[config.mk]
export PLATFORM = sky130hd
export DESIGN_NAME = bus_recovery_guard
export DESIGN_NICKNAME = d
export VERILOG_FILES = /design/src/rtl/brg_pkg.sv /design/src/rtl/brg_strobe_sync.sv /design/src/rtl/brg_guard_timer.sv /design/src/rtl/brg_access_ctrl.sv /design/src/rtl/bus_recovery_guard.sv
export SDC_FILE = /design/constraint.sdc
export NUM_CORES = 1
export LEC_CHECK = 0
export BUFFER_PORTS_ARGS = -buffer_cell sky130_fd_sc_hd__buf_4
export CORE_MARGIN = 5
export CORE_UTILIZATION = 41
export CTS_CLUSTER_DIAMETER = 60
export CTS_CLUSTER_SIZE = 12
export DETAILED_ROUTE_END_ITERATION = 12
export PLACE_DENSITY = 0.71
export SLEW_MARGIN = 10
export SYNTH_ARGS = -nofsm -noshare
export SYNTH_HDL_FRONTEND = slang
export SYNTH_SLANG_ARGS = --single-unit
[constraint.sdc]
create_clock -name clk -period 4.2 [get_ports clk]
set_clock_uncertainty 0.2 [all_clocks]
set_input_delay 0.84 -clock clk [delete_from_list [all_inputs] [get_ports clk]]
set_output_delay 0.84 -clock clk [all_outputs]
set_load 0.01 [all_outputs]
[src/rtl/brg_pkg.sv]
package brg_pkg;

    localparam int GUARD_W = 3;

    typedef enum logic [1:0] {
        GUARD_3  = 2'b00,
        GUARD_3H = 2'b01,
        GUARD_4  = 2'b10,
        GUARD_4B = 2'b11
    } guard_mode_e;

    typedef struct packed {
        logic rd;
        logic wr;
    } acc_pair_t;

    // Full cycles of recovery loaded after each internal pulse.
    function automatic logic [GUARD_W-1:0] guard_cycles(input guard_mode_e m);
        return (m == GUARD_3) ? GUARD_W'(3) : GUARD_W'(4);
    endfunction

    // Modes whose host-visible release happens on the falling edge.
    function automatic logic early_release(input guard_mode_e m);
        return m == GUARD_3H;
    endfunction

    // Pick the access to perform: pending read, pending write, new read, new write.
    function automatic acc_pair_t pick_access(input acc_pair_t pend,
                                              input acc_pair_t fresh,
                                              input logic      idle);
        acc_pair_t sel;
        sel.rd = idle & (pend.rd | (~pend.wr & fresh.rd));
        sel.wr = idle & ~sel.rd & (pend.wr | fresh.wr);
        return sel;
    endfunction

endpackage

[src/rtl/brg_strobe_sync.sv]
module brg_strobe_sync #(
    parameter int STAGES = 2
) (
    input  logic clk,
    input  logic rst,
    input  logic strobe_in,
    output logic rise
);
    localparam int CHAIN_LEN = STAGES + 1;

    // chain[STAGES-1] is the settled sample, chain[STAGES] its previous value.
    logic [CHAIN_LEN-1:0] chain;

    always_ff @(posedge clk) begin
        if (rst) begin
            chain <= '0;
        end else begin
            chain <= {chain[CHAIN_LEN-2:0], strobe_in};
        end
    end

    assign rise = chain[STAGES-1] & ~chain[STAGES];

endmodule

[src/rtl/brg_guard_timer.sv]
module brg_guard_timer
    import brg_pkg::*;
(
    input  logic        clk,
    input  logic        rst,
    input  logic        load,
    input  guard_mode_e mode,
    input  logic        pend_any,
    output logic        busy,
    output logic        early
);
    logic [GUARD_W-1:0] remain;

    always_ff @(posedge clk) begin
        if (rst) begin
            remain <= '0;
        end else if (load) begin
            remain <= guard_cycles(mode);
        end else if (remain != '0) begin
            remain <= remain - GUARD_W'(1);
        end
    end

    assign busy = (remain != '0);

    // Falling-edge stage: lets the host see the release half a cycle
    // before the rising edge that performs the pending access.
    always_ff @(negedge clk) begin
        if (rst) begin
            early <= 1'b0;
        end else begin
            early <= early_release(mode) & pend_any & ~busy;
        end
    end

endmodule

[src/rtl/brg_access_ctrl.sv]
module brg_access_ctrl
    import brg_pkg::*;
#(
    parameter int AW = 8,
    parameter int DW = 8
) (
    input  logic          clk,
    input  logic          rst,
    input  acc_pair_t     fresh,
    input  logic          busy,
    input  logic          stall_en,
    input  logic [AW-1:0] addr_in,
    input  logic [DW-1:0] data_in,
    output logic          int_rd,
    output logic          int_wr,
    output logic [AW-1:0] int_addr,
    output logic [DW-1:0] int_wdata,
    output logic          pend_any,
    output logic          viol,
    output logic          fire
);
    acc_pair_t pend_q;
    acc_pair_t sel;
    acc_pair_t leftover;
    acc_pair_t pend_d;

    always_comb begin
        sel         = pick_access(pend_q, fresh, ~busy);
        leftover.rd = fresh.rd & ~(sel.rd & ~pend_q.rd);
        leftover.wr = fresh.wr & ~(sel.wr & ~pend_q.wr);
        pend_d.rd   = (pend_q.rd & ~sel.rd) | (stall_en & leftover.rd);
        pend_d.wr   = (pend_q.wr & ~sel.wr) | (stall_en & leftover.wr);
    end

    assign fire     = sel.rd | sel.wr;
    assign pend_any = pend_q.rd | pend_q.wr;

    always_ff @(posedge clk) begin
        if (rst) begin
            pend_q    <= '0;
            int_rd    <= 1'b0;
            int_wr    <= 1'b0;
            viol      <= 1'b0;
            int_addr  <= '0;
            int_wdata <= '0;
        end else begin
            pend_q <= pend_d;
            int_rd <= sel.rd;
            int_wr <= sel.wr;
            viol   <= ~stall_en & (leftover.rd | leftover.wr);
            if (fire) begin
                int_addr  <= addr_in;
                int_wdata <= data_in;
            end
        end
    end

endmodule

[src/rtl/bus_recovery_guard.sv]
module bus_recovery_guard
    import brg_pkg::*;
#(
    parameter int AW          = 8,
    parameter int DW          = 8,
    parameter int SYNC_STAGES = 2
) (
    input  logic          clk,
    input  logic          rst,
    input  logic          host_rd,
    input  logic          host_wr,
    input  logic [AW-1:0] host_addr,
    input  logic [DW-1:0] host_wdata,
    input  logic [1:0]    rec_mode,
    input  logic          stall_en,
    output logic          int_rd,
    output logic          int_wr,
    output logic [AW-1:0] int_addr,
    output logic [DW-1:0] int_wdata,
    output logic          host_wait,
    output logic          viol
);
    localparam int N_STROBES = 2;

    logic [N_STROBES-1:0] strobe_raw;
    logic [N_STROBES-1:0] strobe_rise;
    acc_pair_t            fresh;
    logic                 busy;
    logic                 early;
    logic                 pend_any;
    logic                 fire;
    guard_mode_e          mode;

    assign strobe_raw = {host_rd, host_wr};
    assign mode       = guard_mode_e'(rec_mode);

    for (genvar s = 0; s < N_STROBES; s++) begin : g_sync
        brg_strobe_sync #(
            .STAGES (SYNC_STAGES)
        ) u_sync (
            .clk       (clk),
            .rst       (rst),
            .strobe_in (strobe_raw[s]),
            .rise      (strobe_rise[s])
        );
    end

    assign fresh.rd = strobe_rise[1];
    assign fresh.wr = strobe_rise[0];

    brg_guard_timer u_timer (
        .clk      (clk),
        .rst      (rst),
        .load     (fire),
        .mode     (mode),
        .pend_any (pend_any),
        .busy     (busy),
        .early    (early)
    );

    brg_access_ctrl #(
        .AW (AW),
        .DW (DW)
    ) u_ctrl (
        .clk       (clk),
        .rst       (rst),
        .fresh     (fresh),
        .busy      (busy),
        .stall_en  (stall_en),
        .addr_in   (host_addr),
        .data_in   (host_wdata),
        .int_rd    (int_rd),
        .int_wr    (int_wr),
        .int_addr  (int_addr),
        .int_wdata (int_wdata),
        .pend_any  (pend_any),
        .viol      (viol),
        .fire      (fire)
    );

    assign host_wait = pend_any & ~early;

endmodule

==> results of run 1 <==
cells in the mapped netlist (2+ instances only):
master     n  area [sq um]
a211oi_1   2         15.01
a21oi_1    3         15.01
a31oi_1   16         100.1
buf_1      2         7.510
buf_2      7         35.03
buf_6      4         45.04
clkbuf_1  11         41.29
dfxtp_1   31         620.6
ha_1       2         25.02
inv_1      5         18.77
nand2b_1  21         131.4
nor2_1     5         18.77
nor2b_1   23         143.9
nor3_1     3         15.01
nor3b_1   16         120.1
o211ai_1  16         120.1
o311a_1    2         20.02
o311ai_0   4         35.03
o311ai_1  11         96.34
cell families after synthesis:
group	count (synthesis)	share of synthesized area
and+or+nand+nor	77	0.2825
muxes	1	0.005678
AOI/OAI and AO/OA	60	0.2619
adders and majority gates	2	0.01419
DFF	31	0.3520
buffers and inverters	29	0.08375
sequential cells by signal (all words and copies together) (netlist names):
signal	cells
u_ctrl.int_addr	8
u_ctrl.pend_q	2
g_sync.u_sync.chain	6
u_ctrl.int_wr	1
u_timer.early	1
u_ctrl.int_rd	1
u_timer.remain	3
u_ctrl.viol	1
u_ctrl.int_wdata	8
layout make-up:
class                           instances  share of cell area
Multi-Input combinational cell        140              0.4656
Sequential cell                        31              0.2890
Timing Repair Buffer                   45              0.1573
Clock buffer                            5             0.03205
Tap cell                               50             0.02914
Clock inverter                          4             0.01981
Inverter                                4            0.006993
stage by stage:
step | setup slack, ps | util | instances | hold slack, ps
after global placement | 436.8 | 0.4991 | 271 | 219.8
after global routing | 171.8 | 0.5254 | 279 | 252.7
after floorplan | 261.7 | - | 200 | 213.8
final | 220.6 | 0.5254 | 279 | 240.0
after CTS | 208.9 | 0.5254 | 279 | 246.2
after detailed placement | 403.3 | 0.4991 | 271 | 229.7
metal layers:
metal,routed length [um],vias up,global-route usage
met2,1806,41,0.2407
met1,1772,705,0.1750
li1,-,790,-
met4,32,0,0.04660
met3,243,4,0.03958
met5,0,-,0
worst paths after layout:
check,startpoint,to,slack (ps)
hold / removal,g_sync[1].u_sync.chain[0],g_sync[1].u_sync.chain[1],240
setup / recovery,u_timer.early,host_wait,220
hold reg to reg,g_sync[1].u_sync.chain[0],g_sync[1].u_sync.chain[1],240
setup reg to reg,u_timer.remain[0],u_timer.early,820
worst max-delay path: cells and delay by family (launching register included):
family,cells,cell delay [ps]
and+or+nand+nor,1,90
DFF,1,290
buffers and inverters,1,120
layout by cell type, fill, tap and decap left out, types with 2 or more instances in the layout:
master | Yosys | routed
nand2b_1 | 21 | 21
nor3b_1 | 16 | 16
dfxtp_1 | 31 | 31
or2_1 | 1 | 2
a211oi_1 | 2 | 2
o311ai_1 | 11 | 11
clkbuf_8 | 0 | 5
o211ai_1 | 16 | 16
o311a_1 | 2 | 2
nor2_1 | 5 | 5
a21oi_1 | 3 | 3
nor3_1 | 3 | 3
buf_4 | 0 | 45
o311ai_0 | 4 | 4
inv_1 | 5 | 5
a31oi_1 | 16 | 16
nor2b_1 | 23 | 22
power by group through the flow:
stage          clock network (mW)  registers (mW)  logic [mW]
6_report                    0.291           0.395       0.413
5_1_grt                     0.310           0.403       0.461
4_1_cts                     0.298           0.395       0.416
3_5_place_dp              0.00298           0.401       0.414
3_3_place_gp              0.00298           0.399       0.410
2_1_floorplan             0.00298           0.415       0.281
==> metrics.csv, run 1 <==
metric;value;unit
status;finished clean;
Mapped Cells;200;
Root Driver;clkbuf_8;
Die H;75.58;um
Synth Flop Type;dfxtp_1;
CTS resizes;0;
initial antenna violation count;0;
first-pass GRT wire length;6.285;mm
FP Rows;23;
Ys Warns;0;
Ports;43;
Critical Path RT;3160;ps
P_leak;0.7925;nW
Power Total;1.098;mW
min-delay worst type;register to register;
Setup crit start kind;register;
total area of sequential cells;620.6;sq um
H-tree lvl count;2;
final hold violations;0;
total track usage;0.1425;
largest net degree at the start of global routing;62;
Max-Cap Viols;0;
post-synthesis sequential area ratio;0.3520;
TritonCTS clock tree;yes;
crit-path max FO;1;
Mapped Nets;225;
n_diodes;0;
Slew Limit Fails;0;
Finish-stage setup viols;0;
CTS Hold Bufs;0;
Routed WL;3.854;mm
core box area;4086;sq um
Worst-Skew Late Latency;280;ps
placer congestion estimate;0.7265;
Post-synth EDFFs;0;
Vias per Instance;5.520;
combinational share of power;0.376;
Flop pwr share;0.359;
RSZ-0062 raised after global routing;no;
crit path cell chain;nor2_1 > buf_4;
Crit-path slowest cell;dfxtp_1;
Max-slew headroom;0.2955;
# DRC;0;
Clock transition at path regs;70;ps
clock power share;0.265;
synthesized area per cell;8.815;sq um
Worst R2R Path Depth;5;
footprint of the multi-input gates;999.7;sq um
drt pass-1 iters;4;
placed cell area;2039;sq um
Int Power;0.7151;mW
mapped cell area;1763;sq um
Num CTS Buffers;5;
total number of vias;1540;
Max IR drop VDD;270.3;uV
clk sinks;31;
design area;2147;sq um
Die Wd;75.58;um
Detailed Place HPWL;2.356;mm
power density of the placed cells;511.6;nW/um^2
register bit total from synthesis;31;
Distinct cells, synth;35;
die area;5712;sq um
Arr. time, crit path;2940;ps
total grt overflow;0;
P&R area growth vs syn;21.79;%
share of layout cells above drive strength 1;0.2489;
Net Sw Power;0.3833;mW
number of buffers added on ports;42;
nature of the critical path endpoint;output pin;
nets;253;
First DRT Iteration DRCs;93;
Setup TNS;0;ps
Crit path largest cell delay;290;ps
Antenna Nets Post-Route;0;
post-CTS setup buffers;0;
FFs w/ async S/R, synth;0;
# fillers;416;
vias in the first global route;1412;
Net Sw Frac;0.3490;
drt wl/cell;13.81;um
WS Path Type;register to output pin;
worst hold stages;1;
Clock Path Buffers;2;
worst-margin pin slew;1057;ps
initial core utilization;0.4314;
Note: power is estimated with default switching activity, not from simulation.
==> run 2: changes to the inputs <==
--- a/config.mk
+++ b/config.mk
@@ -5,13 +5,14 @@
 export SDC_FILE = /design/constraint.sdc
 export NUM_CORES = 1
 export LEC_CHECK = 0
+export ABC_AREA = 1
 export BUFFER_PORTS_ARGS = -buffer_cell sky130_fd_sc_hd__buf_4
 export CORE_MARGIN = 5
 export CORE_UTILIZATION = 41
 export CTS_CLUSTER_DIAMETER = 60
 export CTS_CLUSTER_SIZE = 12
 export DETAILED_ROUTE_END_ITERATION = 12
-export PLACE_DENSITY = 0.71
+export PLACE_DENSITY = 0.75
 export SLEW_MARGIN = 10
 export SYNTH_ARGS = -nofsm -noshare
 export SYNTH_HDL_FRONTEND = slang
==> run 2 against run 1 <==
Largest cell class is now sequential cells; worst setup slack worse by 28 ps; core utilization is 3.6 points higher; sequential share of layout area is 11 points higher; sequential power is 12% lower; global-route usage is 1.2 points lower; area after synthesis is 33% lower; clock power is 41% lower; cell count is 19% lower; total power is 31% lower; first-iteration DRC count is 72% lower.
==> metrics.csv, run 2 <==
metric;value;unit
# DRC;0;
Power Total;0.7540;mW
Synth Flop Type;dfxtp_1;
total track usage;0.1307;
initial antenna violation count;0;
design area;1548;sq um
most frequent cell after synthesis;nand2_1;
Clock Path Buffers;2;
First DRT Iteration DRCs;26;
drt wl/cell;10.68;um
synth top area cells;dfxtp_1 53%, nand2_1 15%, a21oi_1 9.3%;
top-area cell type share of the netlist area;0.5265;
Mapped Cells;152;
RR Startpoint;u_timer.remain[0];
Worst-Skew Late Latency;310;ps
total number of vias;1030;
commonest cells after routing, fill and taps aside;48 x nand2_1, 42 x buf_4, 31 x dfxtp_1, 22 x a21oi_1, 16 x inv_1;
placed cell area;1491;sq um
dpl ws;479.2;ps
Crit path largest cell delay;290;ps
Vias per Instance;4.558;
drt pass-1 iters;4;
most area-hungry cell type in the Yosys netlist;dfxtp_1;
core box area;2758;sq um
placer congestion estimate;0.8562;
power density of the placed cells;487.1;nW/um^2
DRT met1 WL;1.097;mm
share of layout cells above drive strength 1;0.2872;
Detailed Place HPWL;1.815;mm
Mapped Nets;177;
vias in the first global route;1026;
dpl cells;219;
WS Path Type;register to output pin;
Ports;43;
Routed WL;2.414;mm
FP Rows;19;
hold slack final;203.8;ps
Arr. time, crit path;2970;ps
mapped cell area;1179;sq um
Setup TNS;0;ps
post-synthesis sequential area ratio;0.5265;
status;finished clean;
total grt overflow;0;
Final Core Density;0.5613;
Root Driver;clkbuf_4;
Max IR drop VDD;307.3;uV
initial core utilization;0.4274;
Net Sw Frac;0.3251;
TritonCTS clock tree;yes;
first-pass GRT wire length;4.215;mm
Int Power;0.5089;mW
top routing layer used;met4;
Distinct cells, synth;19;
Clock transition at path regs;90;ps
Crit. Startpoint;u_timer.early;
final hold violations;0;
met3 WL;189;um
H-tree lvl count;2;
Die H;63.62;um
n_diodes;0;
nature of the critical path endpoint;output pin;
Max-Cap Viols;0;
RSZ-0062 raised after global routing;no;
crit path cell chain;nor2_1 > buf_4;
P&R area growth vs syn;31.32;%
Final WS setup;192.7;ps
CTS resizes;0;
Setup crit start kind;register;
clk sinks;31;
most common cell after layout, fill and taps aside;nand2_1;
Num CTS Buffers;5;
Antenna Nets Post-Route;0;
CTS Hold Bufs;0;
Die Wd;63.62;um
register bit total from synthesis;31;
number of buffers added on ports;42;
worst-margin pin slew;470.9;ps
synthesized area per cell;7.754;sq um
post-CTS setup buffers;0;
critical hold path startpoint;g_sync[1].u_sync.chain[0];
Net Sw Power;0.2451;mW
Flop pwr share;0.460;
Critical Path RT;3160;ps
Crit-path slowest cell;dfxtp_1;
min-delay worst type;register to register;
FFs w/ async S/R, synth;0;
largest net degree at the start of global routing;31;
final std cells w/o fill;226;
nets;220;
Synth top cells by count;48 x nand2_1, 31 x dfxtp_1, 22 x a21oi_1;
metal2 WL;1.111;mm
Slew Limit Fails;0;
biggest regs;u_ctrl.int_addr: 8 flops, u_ctrl.int_wdata: 8 flops, g_sync.u_sync.chain: 6 flops;
Ys Warns;0;
crit-path max FO;1;
Finish-stage setup viols;0;
combinational share of power;0.311;
die area;4047;sq um
P_leak;0.7226;nW
Max-slew headroom;0.6853;
clock power share;0.229;
Post-synth EDFFs;0;
-- run 2: cell types whose count changed after synthesis, sizes merged, moves of 10 or more --
cell / delta
nor3b: -16
o211ai: -16
nand2: +48
nand2b: -21
buf: -10
nor2b: -24
a31oi: -16
o311ai: -16
inv: +14
a21oi: +19
-- run 2: area by class of cell --
class	instances	area [sq um]
clock buffers	6	51.30
clock inverters	2	8.758
multi-input cells	96	445.4
flip-flops and latches	31	620.6
fillers	276	1210
inverters	18	67.56
repair buffers	42	315.3
well taps	31	38.79
-- run 2: worst paths after layout --
check,to,slack (ps),cells past startpoint
worst min-delay path,g_sync[1].u_sync.chain[1],200,2
worst min register to register,g_sync[1].u_sync.chain[1],200,2
worst max register to register,u_timer.early,740,5
worst max-delay path,host_wait,190,2
-- run 2: logic make-up after synthesis --
| kind of cell | Yosys count | synth area share |
|---|---|---|
| compound gates | 25 | 0.1210 |
| fa+ha+maj | 2 | 0.02123 |
| buf+inv | 25 | 0.09554 |
| flops | 31 | 0.5265 |
| simple gates | 69 | 0.2357 |
-- run 2: routing by layer --
layer  GRT usage  vias up
met3     0.04973        2
li1            -      556
met4     0.06234        0
met1      0.1569      444
met5           0        -
met2      0.2030       28
-- run 2: critical path: cells and delay by family, from the launching register on --
family | cells | cell delay, ps
simple gates | 1 | 90
flops | 1 | 290
buf+inv | 1 | 120
-- run 2: power by group through the flow --
stage	combinational [mW]	clock (mW)	sequential (mW)
6_report	0.235	0.173	0.347
5_1_grt	0.277	0.193	0.350
4_1_cts	0.239	0.177	0.347
3_5_place_dp	0.238	0.00298	0.353
3_3_place_gp	0.225	0.00298	0.351
2_1_floorplan	0.158	0.00298	0.360
==> run 3: changes to the inputs <==
--- a/config.mk
+++ b/config.mk
@@ -12,8 +12,9 @@
 export CTS_CLUSTER_DIAMETER = 60
 export CTS_CLUSTER_SIZE = 12
 export DETAILED_ROUTE_END_ITERATION = 12
-export PLACE_DENSITY = 0.75
+export PLACE_DENSITY = 0.74
 export SLEW_MARGIN = 10
 export SYNTH_ARGS = -nofsm -noshare
 export SYNTH_HDL_FRONTEND = slang
+export SYNTH_HIERARCHICAL = 1
 export SYNTH_SLANG_ARGS = --single-unit
==> run 3 against run 2 <==
Flip-flop and latch count did not move; final area rose by 9.0%; clock power rose by 14%; die area rose by 7.4%; largest cell class unchanged; critical endpoint unchanged.
==> metrics.csv, run 3 <==
metric;value;unit
Mapped Nets;184;
Ports;43;
Worst R2R Path Depth;6;
synthesized area per cell;8.066;sq um
Arr. time, crit path;2950;ps
largest net degree at the start of global routing;22;
most area-hungry cell type in the Yosys netlist;dfxtp_1;
clk sinks;31;
nets;230;
Die Wd;65.93;um
initial core utilization;0.4236;
worst-margin pin slew;402.4;ps
M1 GR Usage;0.1585;
critical hold path startpoint;g_sync[1].u_sync/chain[0];
post-synthesis sequential area ratio;0.4839;
Vias per Instance;4.224;
register bit total from synthesis;31;
post-CTS setup buffers;0;
Detailed Place HPWL;1.857;mm
Antenna Nets Post-Route;0;
nature of the critical path endpoint;output pin;
commonest cells after routing, fill and taps aside;43 x nor2_1, 42 x buf_4, 31 x dfxtp_1, 17 x inv_1, 17 x o21ai_0;
WS Path Type;register to output pin;
Worst-Skew Late Latency;310;ps
share of layout cells above drive strength 1;0.3641;
Root Driver;clkbuf_4;
total area of sequential cells;620.6;sq um
total track usage;0.1252;
mux cell area share after synthesis;0;
most common cell after layout, fill and taps aside;nor2_1;
initial antenna violation count;0;
worst reg2reg path endpoint;u_timer/early;
Int Power;0.5839;mW
crit-path max FO;1;
n_diodes;0;
Num CTS Buffers;5;
Max-Cap Viols;0;
top-area cell type share of the netlist area;0.4839;
footprint of the multi-input gates;543.0;sq um
final hold violations;0;
worst hold stages;2;
Synth Area in Simple Gates;0.3034;
Die H;65.93;um
WHS Endpoint;g_sync[1].u_sync/chain[1];
Critical Path RT;3160;ps
Power Total;0.8949;mW
first-pass GRT wire length;4.188;mm
P&R area growth vs syn;31.51;%
# DRC;0;
Max IR drop VDD;302.3;uV
Clock transition at path regs;90;ps
Net Sw Frac;0.3476;
largest family of logic cells by synthesized area;simple AND/OR/NAND/NOR gates;
P_leak;0.8242;nW
Setup TNS;0;ps
Routed WL;2.501;mm
R2R setup slack;940;ps
adder and majority gate portion of the synthesized area;0.01951;
Post-synth EDFFs;0;
Slew Limit Fails;0;
placer congestion estimate;0.7715;
FFs w/ async S/R, synth;0;
mapped cell area;1282;sq um
Setup crit start kind;register;
gr busiest metal;met2;
most frequent cell after synthesis;nor2_1;
number of buffers added on ports;42;
Synth Area in XOR/XNOR;0;
power density of the placed cells;530.6;nW/um^2
met2 Use GR;0.1965;
total number of vias;1056;
# fillers;289;
H-tree lvl count;2;
drt wl/cell;10.00;um
clock power share;0.221;
Clock Path Buffers;2;
min-delay worst type;register to register;
Synth top cells by count;43 x nor2_1, 31 x dfxtp_1, 17 x inv_1, 17 x o21ai_0, 13 x nor2_2;
Ys Warns;6;
M3 GR Usage;0.04252;
RSZ-0062 raised after global routing;no;
Max-slew headroom;0.7314;
core box area;3028;sq um
synth top area cells;dfxtp_1 48%, nor2_1 13%, o21ai_0 6.6%;
Net Sw Power;0.3110;mW
RR Startpoint;u_timer/remain[0];
total grt overflow;0;
TritonCTS clock tree;yes;
status;finished clean;
post-synthesis compound-gate area fraction;0.1005;
First DRT Iteration DRCs;61;
Distinct cells, synth;23;
vias in the first global route;975;
Synth Flop Type;dfxtp_1;
combinational share of power;0.359;
Mapped Cells;159;
CTS Hold Bufs;0;
drt pass-1 iters;4;
die area;4347;sq um
Finish-stage setup viols;0;
Flop pwr share;0.420;
CTS resizes;0;
FP Rows;20;
biggest regs;u_ctrl/int_addr: 8 flops, u_ctrl/int_wdata: 8 flops, g_sync.u_sync/chain: 6 flops;
-- run 3: changes by cell type after synthesis, moves of 2 or more --
cell	previous run	this run
nand2_1	48	10
nor2_2	0	13
nand2_2	1	3
o21ai_0	1	17
nor2_1	13	43
nor3_1	2	0
a21oi_1	22	3
clkbuf_1	3	1
buf_6	2	0
nand2_4	0	2
nand3_1	2	5
-- run 3: area by class of cell --
type,instances,area share
clock buffers,7,0.03858
clock inverters,2,0.006677
inverters,19,0.04525
multi-input cells,105,0.3220
flip-flops and latches,31,0.3680
well taps,44,0.03264
repair buffers,42,0.1869
-- run 3: critical path, cell delays in order (launching register included) --
cell and delay, ps:
dfxtp_1 290, nor2_2 90, buf_4 120
-- run 3: logic make-up (layout without fill, tap and decap cells) --
family	count (synthesis)	count (layout)
and+or+nand+nor	80	80
DFF	31	31
buffers and inverters	23	70
AOI/OAI and AO/OA	23	23
adders and majority gates	2	2
-- run 3: worst max path at each step --
stage	start	endpoint	cells after the start
floorplan	u_timer/early	host_wait	1
global placement	u_timer/early	host_wait	2
detailed placement	u_timer/early	host_wait	2
CTS	u_timer/early	host_wait	2
global route	u_timer/early	host_wait	2
finish	u_timer/early	host_wait	2
-- run 3: power groups by stage --
stage,sequential (mW),clock (mW),combinational (mW)
2_1_floorplan,0.399,0.00298,0.210
3_3_place_gp,0.382,0.00298,0.323
3_5_place_dp,0.381,0.00298,0.326
4_1_cts,0.376,0.206,0.327
5_1_grt,0.384,0.219,0.369
6_report,0.376,0.198,0.322
-- run 3: through the flow --
stage	cells	instance area, sq um	utilization	setup WS [ps]	hold WS, ps
final	250	1687	0.5570	212.7	207.4
after global routing	250	1687	0.5570	172.8	236.1
after CTS	250	1687	0.5570	192.8	209.8
after detailed placement	242	1614	0.5331	572.2	196.9
after global placement	242	1614	0.5331	573.2	191.1
after floorplan	159	1282	-	637.7	188.3
-- run 3: metal layers --
metal | vias to the layer above | part of all wire
li1 | 584 | -
met1 | 448 | 0.47
met2 | 22 | 0.47
met3 | 2 | 0.049
met4 | 0 | 0.011
met5 | - | 0
